`src/rtl/thermwin_pkg.sv`:
```
package thermwin_pkg;

   // which side of the limit trips a flag
   typedef enum logic {
      LIM_UPPER = 1'b0,
      LIM_LOWER = 1'b1
   } lim_dir_e;

   localparam int NLIM     = 3;
   localparam int IDX_LOW  = 0;
   localparam int IDX_HIGH = 1;
   localparam int IDX_CRIT = 2;

endpackage

```
`src/rtl/thermwin_flag.sv`:
```
module thermwin_flag
   import thermwin_pkg::*;
#(
   parameter int       TW     = 10,
   parameter int       QDEPTH = 4,
   parameter lim_dir_e DIR    = LIM_UPPER
) (
   input  logic          clk,
   input  logic          rst_n,
   input  logic          conv_en,
   input  logic          cnt_clr,
   input  logic          fq_en,
   input  logic [TW-1:0] sample,
   input  logic [TW-1:0] limit,
   input  logic [TW-1:0] hyst,
   output logic          flag_q,
   output logic          flag_d
);

   localparam int XW = TW + 1;
   localparam int CW = (QDEPTH > 1) ? $clog2(QDEPTH) : 1;
   localparam logic [CW-1:0] CNT_LAST = CW'(QDEPTH - 1);

   logic signed [XW-1:0] s_x, lim_x, hys_x, rel_x;
   logic                 trip, release_c;
   logic [CW-1:0]        cnt_q, cnt_d;

   assign s_x   = {sample[TW-1], sample};
   assign lim_x = {limit[TW-1], limit};
   assign hys_x = {hyst[TW-1], hyst};

   generate
      if (DIR == LIM_UPPER) begin : g_upper
         assign rel_x     = lim_x - hys_x;
         assign trip      = s_x > lim_x;
         assign release_c = s_x < rel_x;
      end else begin : g_lower
         assign rel_x     = lim_x + hys_x;
         assign trip      = s_x < lim_x;
         assign release_c = s_x > rel_x;
      end
   endgenerate

   always_comb begin
      flag_d = flag_q;
      cnt_d  = cnt_clr ? '0 : cnt_q;
      if (conv_en) begin
         if (!flag_q) begin
            if (trip) begin
               if (!fq_en || cnt_q == CNT_LAST) begin
                  flag_d = 1'b1;
                  cnt_d  = '0;
               end else begin
                  cnt_d = cnt_q + 1'b1;
               end
            end else begin
               cnt_d = '0;
            end
         end else begin
            cnt_d = '0;
            if (release_c) flag_d = 1'b0;
         end
      end
   end

   always_ff @(posedge clk or negedge rst_n) begin
      if (!rst_n) begin
         flag_q <= 1'b0;
         cnt_q  <= '0;
      end else begin
         flag_q <= flag_d;
         cnt_q  <= cnt_d;
      end
   end

endmodule

```
`src/rtl/thermwin_irq.sv`:
```
module thermwin_irq (
   input  logic clk,
   input  logic rst_n,
   input  logic sdn,
   input  logic rd,
   input  logic conv_en,
   input  logic evt_mode,
   input  logic win_now,
   input  logic win_chg,
   input  logic crit_now,
   input  logic int_pol,
   input  logic crit_pol,
   output logic int_oe,
   output logic crit_oe
);

   logic int_act, crit_act;

   always_ff @(posedge clk or negedge rst_n) begin
      if (!rst_n) begin
         int_act  <= 1'b0;
         crit_act <= 1'b0;
      end else if (sdn || rd) begin
         int_act  <= 1'b0;
         crit_act <= 1'b0;
      end else if (conv_en) begin
         crit_act <= crit_now;
         if (evt_mode) begin
            if (win_chg) int_act <= 1'b1;
         end else begin
            int_act <= win_now;
         end
      end
   end

   // open drain: pin driven low when enable is 1
   assign int_oe  = int_act ^ int_pol;
   assign crit_oe = crit_act ^ crit_pol;

endmodule

```
`src/rtl/thermwin_alarm.sv`:
```
module thermwin_alarm
   import thermwin_pkg::*;
#(
   parameter int TW     = 10,
   parameter int QDEPTH = 4
) (
   input  logic          clk,
   input  logic          rst_n,
   input  logic          conv_vld,
   input  logic [TW-1:0] conv_temp,
   input  logic [TW-1:0] lim_low,
   input  logic [TW-1:0] lim_high,
   input  logic [TW-1:0] lim_crit,
   input  logic [TW-1:0] hyst,
   input  logic          cfg_event,
   input  logic          cfg_int_pol,
   input  logic          cfg_crit_pol,
   input  logic          cfg_fq_en,
   input  logic          cfg_sdn,
   input  logic          rd_pulse,
   output logic          flg_low,
   output logic          flg_high,
   output logic          flg_crit,
   output logic          int_oe,
   output logic          crit_oe,
   output logic          restart_req
);

   generate
      if (TW < 4) begin : g_bad_tw
         $error("thermwin_alarm: TW must be at least 4");
      end
      if (QDEPTH < 2) begin : g_bad_q
         $error("thermwin_alarm: QDEPTH must be at least 2");
      end
   endgenerate

   logic               conv_en, cnt_clr;
   logic [TW-1:0]      lim_arr [NLIM];
   logic [NLIM-1:0]    fl_q, fl_d;
   logic               rst_q;

   assign conv_en = conv_vld && !cfg_sdn;
   assign cnt_clr = cfg_sdn || !cfg_fq_en;

   assign lim_arr[IDX_LOW]  = lim_low;
   assign lim_arr[IDX_HIGH] = lim_high;
   assign lim_arr[IDX_CRIT] = lim_crit;

   generate
      for (genvar i = 0; i < NLIM; i++) begin : g_lim
         thermwin_flag #(
            .TW     (TW),
            .QDEPTH (QDEPTH),
            .DIR    ((i == IDX_LOW) ? LIM_LOWER : LIM_UPPER)
         ) u_flag (
            .clk     (clk),
            .rst_n   (rst_n),
            .conv_en (conv_en),
            .cnt_clr (cnt_clr),
            .fq_en   (cfg_fq_en),
            .sample  (conv_temp),
            .limit   (lim_arr[i]),
            .hyst    (hyst),
            .flag_q  (fl_q[i]),
            .flag_d  (fl_d[i])
         );
      end
   endgenerate

   thermwin_irq u_irq (
      .clk      (clk),
      .rst_n    (rst_n),
      .sdn      (cfg_sdn),
      .rd       (rd_pulse),
      .conv_en  (conv_en),
      .evt_mode (cfg_event),
      .win_now  (fl_d[IDX_LOW] | fl_d[IDX_HIGH]),
      .win_chg  ((fl_d[IDX_LOW] ^ fl_q[IDX_LOW]) | (fl_d[IDX_HIGH] ^ fl_q[IDX_HIGH])),
      .crit_now (fl_d[IDX_CRIT]),
      .int_pol  (cfg_int_pol),
      .crit_pol (cfg_crit_pol),
      .int_oe   (int_oe),
      .crit_oe  (crit_oe)
   );

   always_ff @(posedge clk or negedge rst_n) begin
      if (!rst_n) rst_q <= 1'b0;
      else        rst_q <= rd_pulse && !cfg_sdn;
   end

   assign restart_req = rst_q;
   assign flg_low     = fl_q[IDX_LOW];
   assign flg_high    = fl_q[IDX_HIGH];
   assign flg_crit    = fl_q[IDX_CRIT];

endmodule

```
`config.mk`:
```
export PLATFORM = sky130hd
export DESIGN_NAME = thermwin_alarm
export DESIGN_NICKNAME = d
export VERILOG_FILES = /design/src/rtl/thermwin_pkg.sv /design/src/rtl/thermwin_flag.sv /design/src/rtl/thermwin_irq.sv /design/src/rtl/thermwin_alarm.sv
export SDC_FILE = /design/constraint.sdc
export NUM_CORES = 1
export LEC_CHECK = 0
export BUFFER_PORTS_ARGS = -buffer_cell sky130_fd_sc_hd__buf_4
export CORE_AREA = 2 2 77 79
export CTS_CLUSTER_DIAMETER = 200
export DETAILED_ROUTE_END_ITERATION = 8
export DIE_AREA = 0 0 79 81
export PLACE_DENSITY = 0.87
export SYNTH_ARGS = -nofsm -noshare
export SYNTH_HDL_FRONTEND = slang
export SYNTH_HIERARCHICAL = 1
export SYNTH_SLANG_ARGS = --single-unit
```
`constraint.sdc`:
```
create_clock -name clk -period 5.95 [get_ports clk]
set_clock_uncertainty 0.15 [all_clocks]
set_input_delay 1.19 -clock clk [delete_from_list [all_inputs] [get_ports clk]]
set_output_delay 1.19 -clock clk [all_outputs]
set_load 0.005 [all_outputs]
```
======== Yosys cells after proc, flatten, opt, wreduce, memory -nomap -nowiden ========
Cells that the tools add are included.
cells by class
  add/sub/neg operators ................... 6
  order comparisons ....................... 6
  eq/ne operators ......................... 4
  multiplexer cells ....................... 34
  bitwise logic cells ..................... 6
  reductions and logical operators ........ 12
operator list
  cell                                                                      number
  2-bit two-way mux                                                         13
  10-bit by 11-bit < comparator with 1-bit output                           2
  10-bit by 10-bit subtractor with 11-bit output                            2
  1-bit two-way mux                                                         21
  10-bit > comparator                                                       2
  10-bit by 10-bit adder with 11-bit output                                 1
  10-bit by 11-bit > comparator with 1-bit output                           1
  10-bit < comparator                                                       1
  2-bit by 1-bit adder with 2-bit output (second input constant)            3
  2-bit equality test (second input constant)                               3
  1-bit logical OR                                                          5
  2-bit nonzero test                                                        2
  1-bit bitwise XOR                                                         4
  3-bit by 1-bit inequality test with 1-bit output (second input constant)  1
  1-bit logical AND                                                         2
  1-bit logical NOT                                                         2
  1-bit bitwise OR                                                          2
  2-bit AND reduction                                                       1
storage, ports and cells
  bits in registers ....................... 12
  bits of input ports ..................... 59
  logic and storage cells ................. 77

======== Logic depth before layout (Yosys ltp) ========
  depth after elaboration ................. 12
  mapped depth ............................ 20

======== Cells and area by module ========
The synthesis kept the hierarchy.
by module, submodules not included
  module                               times used  cells an instance  area an instance (sq um)  sequential area each (sq um)
  thermwin_flag (g_lim[1].u_flag ...)  2           140                1067.3                    75.1
  thermwin_flag (g_lim[0].u_flag)      1           130                1064.8                    75.1
  thermwin_irq                         1           10                 107.6                     50.0
  thermwin_alarm                       1           8                  71.3                      25.0

======== Least setup slack after synthesis ========
OpenSTA, ideal clock, no wires.
  path kind ............................... input to register
  from .................................... in hyst[0]
  to ...................................... reg u_irq.int_act
  setup time .............................. 0.122 ns
  arrival ................................. 4.195 ns
  path slack .............................. 1.484 ns
  stages .................................. 16
  path buffers ............................ 0
  path through ............................ ha_1 fa_1 a21o_1 a21oi_1 o21ai_0 a311oi_1 mux2i_1 ha_1 nor4bb_1 o21ai_0 o221ai_1 xnor2_1 nand2_1 nand2b_1 a21oi_1 a2111oi_1
between the ends
  longest elaborated chain between the ends .. 9
  elaborated cells between the ends (all ways) .. 19
  classes of those cells .................. add/sub (2); order compare (2); eq/ne (1); mux (9); bitwise (4); reduce/logical (1)
ends and longest elaborated chain
  item                                                                                                    RTL line                                    source
  from (decl)                                                                                             thermwin_alarm.sv:14                        input logic [TW-1:0] hyst,
  10-bit by 10-bit adder with 11-bit output *                                                             thermwin_flag.sv:38                         assign rel_x = lim_x + hys_x;
  10-bit by 11-bit > comparator with 1-bit output *                                                       thermwin_flag.sv:40                         assign release_c = s_x > rel_x;
  1-bit two-way mux *                                                                                     thermwin_flag.sv:61                         if (release_c) flag_d = 1'b0;
  1-bit two-way mux *                                                                                     thermwin_flag.sv:48                         if (!flag_q) begin
  1-bit two-way mux *                                                                                     thermwin_flag.sv:47                         if (conv_en) begin
  named net fl_d[0]                                                                                       thermwin_alarm.sv:40                        logic [NLIM-1:0] fl_q, fl_d;
  1-bit bitwise XOR or 1-bit bitwise OR (tied branches)                                                   thermwin_alarm.sv:79, thermwin_alarm.sv:78
  1-bit bitwise OR or 1-bit two-way mux (tied branches)                                                   thermwin_alarm.sv:79, thermwin_irq.sv:28
  3-bit by 1-bit inequality test with 1-bit output (no source line) or 1-bit two-way mux (tied branches)  --
  2-bit AND reduction (no source line) or 1-bit two-way mux (tied branches)                               --
  to (signal assigned)                                                                                    thermwin_irq.sv:31                          int_act <= win_now;
  to (decl)                                                                                               thermwin_irq.sv:17                          logic int_act, crit_act;
Mark *: on every way through the listed nets, which the timed path passes. The rest lies on a longest branch. The select of a mux whose other input is x is not followed.
A chain may end at the register's enable or synchronous reset.

======== Final worst setup path ========
Ends and elaborated chain as after synthesis.

==> results.txt <==
The insertion delay to the later sink of the worst-skew pair is 0.24 ns. The worst slew margin relative to its limit is 0.6762. The most common cell after layout, fill and taps aside is ha_1. The sequential element share of the synthesized area is 0.08889. The biggest cell delay along the critical path came out at a little over 0.4 ns.

Dividing the synthesized area by the synthesized cell count gives 7.893 sq um. The layout-stage area growth over the synthesis result came out at 18.44%. The power share of the sequential group is 0.188. The share of layout cells above drive strength 1 is 0.1633. TritonCTS built the clock tree. The fraction of power consumed by combinational cells came out at 0.689. The register bit count reported by yosys came out at 12.

The internal portion of total power is approximately 340 uW. The detail-routed net length per standard cell came out at between 15 and 20 um. The measured slew at the worst slew-check pin came out at 0.4734 ns. The total nets after synthesis is 583. Static timing analysis puts the maximum clock frequency at between 0.2 and 0.25 GHz. The total clock sinks came out at 12. After layout, the worst setup slack is 1.205 ns. Setup repair after global routing left no endpoint under its margin. The number of hold violations in the final report is 0. The count of instances resized after the clock tree is built is 0.

The final layout net count is 653. Among all flip-flop cells after synthesis, the most frequent one is dfrtp_1. The setup path with the least slack is of type in2reg. The repair_antennas step left the layout with diodes totalling 0. The maximum vdd ir drop came out at a little under 0.00009 V. The setup TNS after final layout came out at 0 ns.

In this run the clock root is driven by a clkbuf_8. Dividing the final minimum period by the clock period gives 0.7974. Data on the critical path is required at its endpoint by 5.92 ns. After floorplanning, the core was sized to cover 5675 sq um. The number of top-level pins came out at 65.

The number of nets with antenna violations after routing came out at 0. The setup slack after placement came out at ~0.97 ns. The total via count after detailed routing is 3,344. In this run the core area contains 28 standard-cell rows. In the global route stage, overall resource usage came out at 0.2709. The smallest clock period supported by the final layout is computed as 4.745 ns.

The mean number of vias per cell is 5.856. The clock transition at the registers of the reported paths is 0.05 ns. Entering global routing, the biggest net connects 14 pins. The first detailed-routing pass ran for 4 iterations. The core occupancy in the finished layout is 0.7050.

At the end of routability-driven placement, the weighted congestion stood at 0.9248. The final routed wirelength across all metal layers came out at about 8600 um. The top cell types in the final layout, fill and taps aside, are ha_1, inv_1, buf_4. The number of antenna violations at the first check in global routing was 0. The via count of the first global-routing pass is 3,413. Hold repair after CTS inserted 0 buffers. Summed over all cells, the static leakage comes to around 2.2 nW. The die height came out at 81 um. The highest net fanout along the worst path came out at 3. The residual DRC count came out at 0. The netlist uses between 40 and 50 different library cells.

The wire length of the first global-routing pass came out at 14,130 um. The flow ran to the end, and the final reports show no timing, DRC or antenna violations. The die outline area is ~6400 sq um. The max-slew violation total from the final report came to 0.

STA classifies the critical path endpoint as a register. STA classifies the critical path startpoint as an input port. In this run the horizontal extent of the chip is about 79 um. The deepest clock path buffer count came out at 2.

The arrival time of data at the critical path endpoint is 4.71 ns. The number of post-CTS setup repair buffers is 0. The total setup violations reported at the end of the flow came out at 0. The number of CTS-inserted buffers is 3. The total power divided by cell area came out at 149.4 nW/um^2.

The cell count after synthesis came out at approximately 430. The path class of the tightest hold or removal check is reg2reg. The starting utilization of the core area is 0.5952. During placement, the flow inserted port buffers numbering 64. The total net switching power came out at 260.4 uW.

The cell with the largest stage delay on the worst path is fa_1. The HPWL reported at the end of detailed placement is 7425 um. The synthesized netlist occupies a cell area of roughly 3400 sq um. The H-tree depth reported by CTS came out at 1. The violation count after the first detailed-route iteration is 99. The synthesized design contains 0 enable-type register cells. Traced cell by cell, the critical path runs through buf_4, ha_1, fa_1, a21o_1, a21oi_1, o21ai_0, a311oi_1, mux2i_1, ha_1, nor4bb_1, o21ai_0, o221ai_1, xnor2_1, nand2_1, nand2b_1, a21oi_1, a2111oi_1. The total power after layout came out at 597.8 uW.

The switching share of power is 0.4357. For this run the aggregate overflow at the end of global routing stands at 0. The share of total power dissipated in the clock network is 0.123. Across the run, the number of max-cap violations was 0.

The count of synthesis-stage warnings from yosys came out at 6. The async set-or-reset flop fraction in the synthesized netlist is 1.000.
layout make-up:
cell class / instances / area (sq um)
clock buffer: 3 / 41.29
fill: 463 / 1674
inverter: 77 / 289.0
multi-input combinational: 339 / 2789
sequential: 12 / 300.3
tap: 75 / 93.84
timing repair buffer: 65 / 488.0
path summary, 6_finish.rpt:
check / startpoint / to / slack, ns / cells after the start
worst min-delay path: g_lim[0].u_flag/cnt_q[1]$_DFFE_PN0P_ / g_lim[0].u_flag/cnt_q[1]$_DFFE_PN0P_ / 0.34 / 2
worst max register to register: g_lim[0].u_flag/flag_q$_DFF_PN0_ / u_irq/int_act$_DFFE_PN0P_ / 3.44 / 10
min in group asynchronous: rst_n / g_lim[2].u_flag/cnt_q[1]$_DFFE_PN0P_ / 0.63 / 1
max in group asynchronous: rst_n / g_lim[1].u_flag/cnt_q[1]$_DFFE_PN0P_ / 4.85 / 1
worst min register to register: g_lim[0].u_flag/cnt_q[1]$_DFFE_PN0P_ / g_lim[0].u_flag/cnt_q[1]$_DFFE_PN0P_ / 0.34 / 2
worst max-delay path: hyst[0] / u_irq/int_act$_DFFE_PN0P_ / 1.21 / 17
cells by family (layout without fill, tap and decap cells):
| family | count (synthesis) | after routing | share of synthesized area |
|---|---|---|---|
| buffers and inverters | 77 | 145 | 0.08556 |
| XOR/XNOR | 26 | 26 | 0.06741 |
| AND/OR/NAND/NOR | 97 | 97 | 0.1467 |
| AO/OA/AOI/OAI | 118 | 118 | 0.2433 |
| multiplexers | 2 | 2 | 0.005926 |
| flip-flops | 12 | 12 | 0.08889 |
| adder cells (fa/ha/maj) | 96 | 96 | 0.3622 |
worst max-delay path: cells and delay by family:
| kind | cells | cell delay, ns |
|---|---|---|
| compound gates | 8 | 1.77 |
| simple gates | 3 | 0.48 |
| fa+ha+maj | 3 | 0.93 |
| buf+inv | 1 | 0.12 |
| xor+xnor | 1 | 0.12 |
| mux | 1 | 0.12 |
synth_stat cells (7+ instances only):
cell type / instances / area share
a21o_1: 12 / 0.027
a21oi_1: 33 / 0.049
dfrtp_1: 12 / 0.089
ha_1: 93 / 0.34
inv_1: 77 / 0.086
nand2_1: 27 / 0.030
nand2b_1: 7 / 0.013
nand4_1: 8 / 0.015
nor2_1: 23 / 0.026
nor2b_1: 8 / 0.015
o21a_1: 8 / 0.018
o21ai_0: 25 / 0.037
xnor2_1: 13 / 0.034
xor2_1: 13 / 0.034
power by group through the flow:
stage | clock network, mW | registers [mW] | logic (mW)
global placement | 0 | 0.114 | 0.386
detailed placement | 0 | 0.114 | 0.408
finish | 0.0733 | 0.112 | 0.412
floorplan | 0 | 0.109 | 0.275
global route | 0.0795 | 0.114 | 0.464
CTS | 0.0756 | 0.112 | 0.410
routing by layer:
layer / track usage / part of all wire / up-vias
met5: 0 / 0 / -
met4: 0.06552 / 0.013 / 0
met3: 0.02000 / 0.042 / 12
met2: 0.5203 / 0.52 / 75
met1: 0.3270 / 0.43 / 1572
li1: - / - / 1685
registers in the layout, summed over array words and instances (netlist names):
register	count
restart_req	1
u_irq/crit_act	1
u_irq/int_act	1
g_lim.u_flag/cnt_q	6
g_lim.u_flag/flag_q	3
stage by stage:
| stage | instance area (sq um) | hold WS, ns | cells |
|---|---|---|---|
| after floorplan | 3378 | 0.3038 | 428 |
| after global placement | 3960 | 0.3184 | 568 |
| after detailed placement | 3960 | 0.3367 | 568 |
| after CTS | 4001 | 0.3469 | 571 |
| after global routing | 4001 | 0.3764 | 571 |
| final | 4001 | 0.3428 | 571 |
No activity file was read; power rests on OpenSTA's default activity.
